$ cat src/rtl/xform_sequencer.sv
module xform_sequencer #(
  parameter int AW          = 4,
  parameter int RW          = 1,
  parameter int MY_RANK     = 0,
  parameter int INSTR_ADDR  = 0,
  parameter int STATUS_ADDR = 1,
  parameter int SLOTS       = 2,
  parameter int MAX_LOG2    = 16
) (
  input  logic          clk,
  input  logic          rst_n,
  input  logic          wr_en,
  input  logic [AW-1:0] wr_addr,
  input  logic [RW-1:0] wr_rank,
  input  logic [31:0]   wr_data,
  output logic [1:0]    stat_code,
  output logic          stat_err,
  output logic [$clog2(SLOTS+1)-1:0] instr_count,
  output logic          stage_req,
  input  logic          stage_done,
  output logic [4:0]    xf_log2n,
  output logic [4:0]    xf_stage,
  output logic          xf_inv,
  output logic          xf_mul,
  output logic          xf_swap
);
  localparam int CW = $clog2(SLOTS+1);
  localparam int PW = (SLOTS > 1) ? $clog2(SLOTS) : 1;
  localparam logic [CW-1:0] SLOTS_C = CW'(SLOTS);
  localparam logic [4:0]    MAXL_C  = 5'(MAX_LOG2);
  localparam logic [RW-1:0] RANK_C  = RW'(MY_RANK);
  localparam logic [AW-1:0] IADR_C  = AW'(INSTR_ADDR);
  localparam logic [AW-1:0] SADR_C  = AW'(STATUS_ADDR);
  localparam logic [1:0] ST_IDLE = 2'd0, ST_BUSY = 2'd1, ST_END = 2'd2;
  localparam logic [1:0] PH_IDLE = 2'd0, PH_FETCH = 2'd1, PH_RUN = 2'd2;

  logic [31:0]   slot_q [SLOTS];
  logic [CW-1:0] cnt_q, ptr_q;
  logic [1:0]    st_q, ph_q;
  logic          err_q, inv_q, rm_q;
  logic [4:0]    len_q, stg_q;

  wire busy       = (st_q == ST_BUSY);
  wire ins_wr     = wr_en && (wr_addr == IADR_C);
  wire sts_wr     = wr_en && (wr_addr == SADR_C) && (wr_rank == RANK_C);
  wire [31:0] cur = slot_q[ptr_q[PW-1:0]];
  wire [4:0] cur_len = cur[6:2];
  wire cur_bad    = (cur[31:7] != '0) || (cur_len == 5'd0) || (cur_len > MAXL_C);
  wire last_instr = (ptr_q + CW'(1)) == cnt_q;
  wire last_stg   = (stg_q == len_q - 5'd1);

  for (genvar i = 0; i < SLOTS; i++) begin : g_slot
    always_ff @(posedge clk) begin
      if (!rst_n)
        slot_q[i] <= '0;
      else if (ins_wr && !busy && cnt_q == CW'(i))
        slot_q[i] <= wr_data;
    end
  end

  always_ff @(posedge clk) begin
    if (!rst_n) begin
      st_q  <= ST_IDLE;
      ph_q  <= PH_IDLE;
      cnt_q <= '0;
      ptr_q <= '0;
      err_q <= 1'b0;
      len_q <= '0;
      stg_q <= '0;
      inv_q <= 1'b0;
      rm_q  <= 1'b0;
    end else if (!busy) begin
      if (ins_wr && cnt_q < SLOTS_C)
        cnt_q <= cnt_q + CW'(1);
      if (sts_wr && wr_data[1:0] == ST_IDLE) begin
        st_q  <= ST_IDLE;
        cnt_q <= '0;
        err_q <= 1'b0;
      end else if (sts_wr && wr_data[1:0] == ST_BUSY) begin
        ptr_q <= '0;
        err_q <= 1'b0;
        if (cnt_q == '0) begin
          st_q <= ST_END;
        end else begin
          st_q <= ST_BUSY;
          ph_q <= PH_FETCH;
        end
      end
    end else begin
      case (ph_q)
        PH_FETCH: begin
          if (cur_bad) begin
            err_q <= 1'b1;
            ptr_q <= ptr_q + CW'(1);
            if (last_instr) begin
              st_q <= ST_END;
              ph_q <= PH_IDLE;
            end
          end else begin
            len_q <= cur_len;
            inv_q <= cur[0];
            rm_q  <= cur[1];
            stg_q <= '0;
            ph_q  <= PH_RUN;
          end
        end
        PH_RUN: begin
          if (stage_done) begin
            if (last_stg) begin
              ptr_q <= ptr_q + CW'(1);
              if (last_instr) begin
                st_q <= ST_END;
                ph_q <= PH_IDLE;
              end else begin
                ph_q <= PH_FETCH;
              end
            end else begin
              stg_q <= stg_q + 5'd1;
            end
          end
        end
        default: ph_q <= PH_IDLE;
      endcase
    end
  end

  assign stat_code   = st_q;
  assign stat_err    = err_q;
  assign instr_count = cnt_q;
  assign stage_req   = (ph_q == PH_RUN);
  assign xf_log2n    = len_q;
  assign xf_stage    = stg_q;
  assign xf_inv      = inv_q;
  assign xf_mul      = stage_req && rm_q && (inv_q ? (stg_q == 5'd0) : last_stg);
  assign xf_swap     = stage_req && inv_q && last_stg;

  a_r5_req_only_busy: assert property (@(posedge clk) disable iff (!rst_n)
    stage_req |-> stat_code == ST_BUSY);
  a_r3_count_bound: assert property (@(posedge clk) disable iff (!rst_n)
    instr_count <= SLOTS_C);
  a_r10_count_frozen: assert property (@(posedge clk) disable iff (!rst_n)
    (busy && $past(busy)) |-> $stable(instr_count));
  a_r2_req_held: assert property (@(posedge clk) disable iff (!rst_n)
    (stage_req && !stage_done) |=> (stage_req && $stable(xf_stage)));
  a_r8_swap_closes: assert property (@(posedge clk) disable iff (!rst_n)
    (xf_swap && stage_done) |=> (!stage_req || xf_stage == 5'd0));
endmodule

$ cat config.mk
export PLATFORM = sky130hd
export DESIGN_NAME = xform_sequencer
export DESIGN_NICKNAME = d
export VERILOG_FILES = /design/src/rtl/xform_sequencer.sv
export SDC_FILE = /design/constraint.sdc
export NUM_CORES = 1
export LEC_CHECK = 0
export ABC_CLOCK_PERIOD_IN_PS = 3550
export BUFFER_PORTS_ARGS = -buffer_cell sky130_fd_sc_hd__buf_2
export CORE_ASPECT_RATIO = 1.2
export CORE_UTILIZATION = 40
export CTS_CLUSTER_SIZE = 10
export DETAILED_ROUTE_END_ITERATION = 10
export PLACE_DENSITY = 0.58
export SKIP_LAST_GASP = 1
export SLEW_MARGIN = 25
export SYNTH_ARGS = -nofsm -noshare
export SYNTH_HDL_FRONTEND = slang
export SYNTH_SLANG_ARGS = --single-unit
$ cat constraint.sdc
create_clock -name clk -period 3.55 [get_ports clk]
set_input_delay 0.71 -clock clk [delete_from_list [all_inputs] [get_ports clk]]
set_output_delay 0.71 -clock clk [all_outputs]
set_load 0.01 [all_outputs]
== Word level (Yosys, flattened, before mapping) ==
Memories as Yosys holds them, arrays and structs flattened. A register that Yosys moved wholly into a read port is not among the register bits.
Index checks and enable logic that the tools add are counted.
Storage, ports and cells
  bits in registers: 21
  RAM bits: 64
  input port bits: 41
  output and inout port bits: 19
  memories kept: 1
Cells by class
  add/sub/neg operators: 4
  magnitude comparators: 2
  eq/ne operators: 20
  mux-type cells: 49
  bitwise logic cells: 5
  reductions and logical operators: 33
Memory list
  slot_q: depth 2, width 32, read ports 1, clocked after memory_dff 1, write ports 2, RTL line 37  | logic [31:0] slot_q [SLOTS];
Operators with widths (count)
  2-to-1 mux 32 bit: 2
  2-to-1 mux 2 bit: 24
  nonzero test 25 bit: 1
  2-to-1 mux 1 bit: 16
  2-to-1 mux 5 bit: 3
  logical AND 1 bit: 13
  one-hot mux 2 bit (2 select lines): 3
  AND reduction 6 bit: 2
  zero test 5 bit: 2
  one-hot mux 5 bit (2 select lines): 1
  AND reduction 5 bit: 2
  == test 2 x 1 -> 1 bit (second input constant): 4
  != test 2 bit (second input constant): 4
  != test 2 x 1 -> 1 bit (second input constant): 3
  != test 3 x 2 -> 1 bit (second input constant): 2
  != test 3 bit (second input constant): 2
  AND reduction 3 bit: 2
  nonzero test 2 bit: 3
  adder 5 x 1 -> 5 bit (second input constant): 1
  == test 5 bit: 1
  greater-than comparator 5 bit (second input constant): 1
  subtractor 5 x 1 -> 5 bit (second input constant): 1
  adder 2 x 1 -> 2 bit (second input constant): 2
  == test 4 x 1 -> 1 bit (second input constant): 1
  12 further kinds: 17

== Depth between registers and ports, before layout ==
  depth in word-level cells: 9
  gate-level depth with buffers: 9

== Least setup slack after synthesis ==
No wires, ideal clock.
  kind: input -> register
  start: in wr_addr[1]
  end: mem slot_q[0][0] (enable)
  setup time: 389 ps
  arrival time: 2362 ps
  data required time: 3161 ps
  setup slack: 798 ps
  stages: 5
  buffers on the path: 0
  cell sequence: nor4b_1 -> nand2_1 -> nor2_1 -> nand2_1 -> nand2_1
RTL lines
  from (decl): RTL line 13  | input logic [AW-1:0] wr_addr,
  to (decl): RTL line 37

== Worst setup path after layout ==
  start: reg len_q[0], in the netlist xf_log2n[0]
  end: out xf_mul
Between the ends
  cells in the longest elaborated chain, start to end: 4
RTL lines
  from (decl): RTL line 41  | logic [4:0] len_q, stg_q;
  from (signal assigned): RTL line 100  | len_q <= cur_len;
  subtractor 5 x 1 -> 5 bit: RTL line 50  | wire last_stg = (stg_q == len_q - 5'd1);
  == test 5 bit: RTL line 50
  2-to-1 mux 1 bit: RTL line 134  | assign xf_mul = stage_req && rm_q && (inv_q ? (stg_q == 5'd0) : last_stg);
  logical AND 1 bit: RTL line 134
  to (decl): RTL line 24  | output logic xf_mul,
No other way between the ends.

==> results.md <==
- status: completed
- Inserted Diodes: 0
- count of different cell masters after synthesis: 55
- proportion of layout cells with a drive suffix above 1: 23.6%
- pin slew with the least headroom to its limit: 0.590 ns
- count of cells resized by post-cts repair: 0
- gate family responsible for the most delay along the worst path: compound AO/OA/AOI/OAI gates
- cells along the critical path: inv_1 -> ha_1 -> xnor2_1 -> a211oi_1 -> o311ai_1 -> buf_4 -> o21ai_0 -> and3_1 -> buf_2
- full die area: 0.0104 mm2
- insertion delay to the later sink of the worst-skew pair: 0.33 ns
- share of the yosys chip area belonging to registers: 59.3%
- Yosys top cell area share: 48.2%
- number of buffers created by CTS: 9
- Setup WS post-layout: 0.706 ns
- sink count of the clock tree: 86
- detail-routed via count per cell: 5.08
- initial antenna violation count: 0
- leakage: 1.92 nW
- number of remaining DRC errors: 0
- router iterations before antenna repair: 5
- Finished Core Util: 49.1%
- Std-Cell Core Area: 0.00961 mm2
- FF-to-FF path depth: 7
- Total Negative Setup Slacks: 0 ns
- Post-Synth Adder-Cell Area: 2.20%
- post-synthesis instance area: 0.00399 mm2
- overflow left after global routing: 0
- share of synthesized cell area in and, or, nand and nor gates: 22.9%
- largest voltage drop on the vdd net: 0.000247 V
- final critical-path required period: 2.84 ns
- violation count after the first detailed-route iteration: 105
- wire length of the first global-routing pass: 12,200 um
- top_reg_cell synth: sky130_fd_sc_hd__edfxtp_1
- launching instance or port of the critical path: xf_log2n[0]
- Final Wtd Congestion: 0.795
- net count of the finished layout: 450
- endpoint kind of the worst setup timing path: output pin
- dominant combinational cell family by area after synthesis: simple AND/OR/NAND/NOR gates
- Pwr per Cell Area: 433 mW/mm2
- critical path buffer and inverter count: 3
- Worst Path Max Fanout: 6
- total number of cells along the worst setup path: 9
- setup repair after global routing missed its margin: no
- GRT Overall Usage: 15.2%
- FILL cells: 884
- post-detail-place hpwl: 5330 um
- required time of the worst setup path: 2.84 ns
- Slew headroom: 60.6%
- number of buffers inserted to repair setup after CTS: 0
- DP Area: 0.00444 mm2
- Synth top cells by count: 64 x sky130_fd_sc_hd__and2_1, 64 x sky130_fd_sc_hd__edfxtp_1, 24 x sky130_fd_sc_hd__nor2_1
- compound-gate portion of the synthesized area: 7.85%
- Min-Delay Path Depth: 2
- count of hold-fix buffers inserted at cts: 0
- proportion of synthesized area in mux cells: 3.30%
- DIE HEIGHT: 111 um
- count of input and output buffers: 59
- hold crit path type: reg2reg
- Cell Rows: 39
- total number of yosys warnings: 0
- fmax: 352 MHz
- Cells after Synth: 337
- Root Buffer: sky130_fd_sc_hd__clkbuf_16
- Post-Route Skew: 0.00727 ns
- Final Cell Area: 0.00472 mm2
- via count of the first global-routing pass: 2,527
- final worst path period share: 80.1%
- endpoints failing hold: 0
- Register-to-Register Setup Slack: 1.09 ns
- worst hold margin: 0.490 ns
- Mapped Avg Cell Area: 11.8 um2
- clock transition at the registers of the reported paths: 0.06 ns
- Critical Path Max Stage Delay: 0.39 ns
- crit path launch type: register
- final count of negative-setup-slack endpoints: 0
- Worst Setup Path Type: reg2out
- total of max-cap violations: 0
- pin count of the biggest net entering global routing: 33
- worst flop-to-flop path endpoint: xf_stage[3]
- nets in the synthesized netlist: 385
- count of final max-slew check failures: 0
- average wire per cell in the routed design: 14.2 um
- Top-Level Pins: 60
- initial cell density of the core: 41.5%
- share of synthesized flip-flops with an asynchronous set or reset: 0%
- buffer levels on the longest clock path: 2
- cell type of the slowest stage on the worst timing path: sky130_fd_sc_hd__dfxtp_1
- total routed wirelength: 7520 um
- ranking of synthesized cells by area: sky130_fd_sc_hd__edfxtp_1 48%, sky130_fd_sc_hd__dfxtp_1 11%, sky130_fd_sc_hd__and2_1 10%, sky130_fd_sc_hd__nor2_1 2.3%, sky130_fd_sc_hd__ha_1 2.2%
- number of levels the H-tree was split into: 3
- cell type with the highest aggregate area in the netlist: sky130_fd_sc_hd__edfxtp_1
- critical path endpoint: xf_mul
- Post-Place Worst Slack: 1.04 ns
- crit path DAT: 2.13 ns
- CTS tree: done
- vias after detailed routing: 2,690
- Area growth syn-to-layout: 18.3%
- EDFF count, synth: 64
- register bit total from synthesis: 86
- die boundary width: 93.1 um
- number of nets with antenna violations after routing: 0
- xor-xnor portion of the synthesized cell area: 1.98%
-- flip-flops by register name, indices dropped and copies added (netlist names), named ones only --
| signal | flops |
|---|---|
| instr_count | 2 |
| ph_q | 2 |
| ptr_q | 2 |
| rm_q | 1 |
| slot_q | 64 |
| stat_code | 2 |
| stat_err | 1 |
| xf_inv | 1 |
| xf_log2n | 5 |
| xf_stage | 5 |
-- cell type report --
| cell class | count | area (um2) | share of cell area [%] |
|---|---|---|---|
| sequential | 86 | 2360 | 50.1 |
| timing repair buffer | 66 | 348 | 7.38 |
| clock buffer | 10 | 229 | 4.86 |
| inverter | 14 | 52.6 | 1.11 |
| multi-input combinational | 225 | 1520 | 32.3 |
| clock inverter | 6 | 46.3 | 0.982 |
| tap | 123 | 154 | 3.26 |
-- metrics by stage --
step           instances  total power [mW]
2_1_floorplan        337              1.16
3_3_place_gp         514              1.21
3_5_place_dp         514              1.21
4_1_cts              530              2.07
5_1_grt              530              2.12
6_report             530              2.04
-- logic make-up (layout without fill, tap and decap cells) --
family / count (synthesis) / count (layout)
buffers and inverters: 26 / 96
xor gates and xnor gates: 9 / 9
muxes: 12 / 12
adders and majority gates: 7 / 7
DFF: 86 / 86
and+or+nand+nor: 157 / 157
AOI/OAI and AO/OA: 40 / 40
-- metal layers --
| layer | vias to the layer above | wire [um] | track usage, % |
|---|---|---|---|
| li1 | 1350 | - | - |
| met1 | 1269 | 3380 | 18.9 |
| met2 | 63 | 3810 | 26.0 |
| met3 | 8 | 245 | 2.87 |
| met4 | 0 | 85 | 5.54 |
| met5 | - | 0 | 0 |
-- worst min path at each step --
| stage | from | slack, ns | endpoint |
|---|---|---|---|
| 2_1_floorplan | rm_q | 0.45 | rm_q |
| 3_3_place_gp | stat_err | 0.48 | stat_err |
| 3_5_place_dp | stat_err | 0.48 | stat_err |
| 4_1_cts | stat_err | 0.50 | stat_err |
| 5_1_grt | stat_code[1] | 0.55 | stat_code[1] |
| 6_report | stat_err | 0.49 | stat_err |
-- cell usage in the layout, fill, tap and decap left out, drive strengths merged, types with 4 or more instances in the layout --
cell type / synthesis / final
a211oi: 7 / 7
a21oi: 9 / 9
and2: 64 / 64
and3: 5 / 5
buf: 3 / 66
clkbuf: 9 / 10
dfxtp: 22 / 22
edfxtp: 64 / 64
ha: 7 / 7
inv: 14 / 15
mux2: 6 / 6
mux2i: 6 / 6
nand2: 17 / 17
nand3: 8 / 8
nor2: 25 / 25
nor3: 7 / 7
nor4: 9 / 9
o21ai: 5 / 5
xnor2: 5 / 5
xor2: 4 / 4
-- power breakdown --
part / internal [mW] / switching, mW / total [mW] / leakage, nW
clock: 0.478 / 0.382 / 0.860 / 0.129
combinational: 0.0298 / 0.0452 / 0.0750 / 0.938
sequential: 1.10 / 0.00808 / 1.11 / 0.852
total: 1.61 / 0.435 / 2.04 / 1.92
-- worst register-to-register path: stages (launching register included) --
cell and delay [ns]:
sky130_fd_sc_hd__dfxtp_1 0.65, sky130_fd_sc_hd__or4b_1 0.51, sky130_fd_sc_hd__nor3_2 0.14, sky130_fd_sc_hd__and3_1 0.19, sky130_fd_sc_hd__o22ai_2 0.13, sky130_fd_sc_hd__a211oi_4 0.37, sky130_fd_sc_hd__nand2_2 0.10, sky130_fd_sc_hd__o41ai_2 0.28
(Power assumes the default switching activity.)
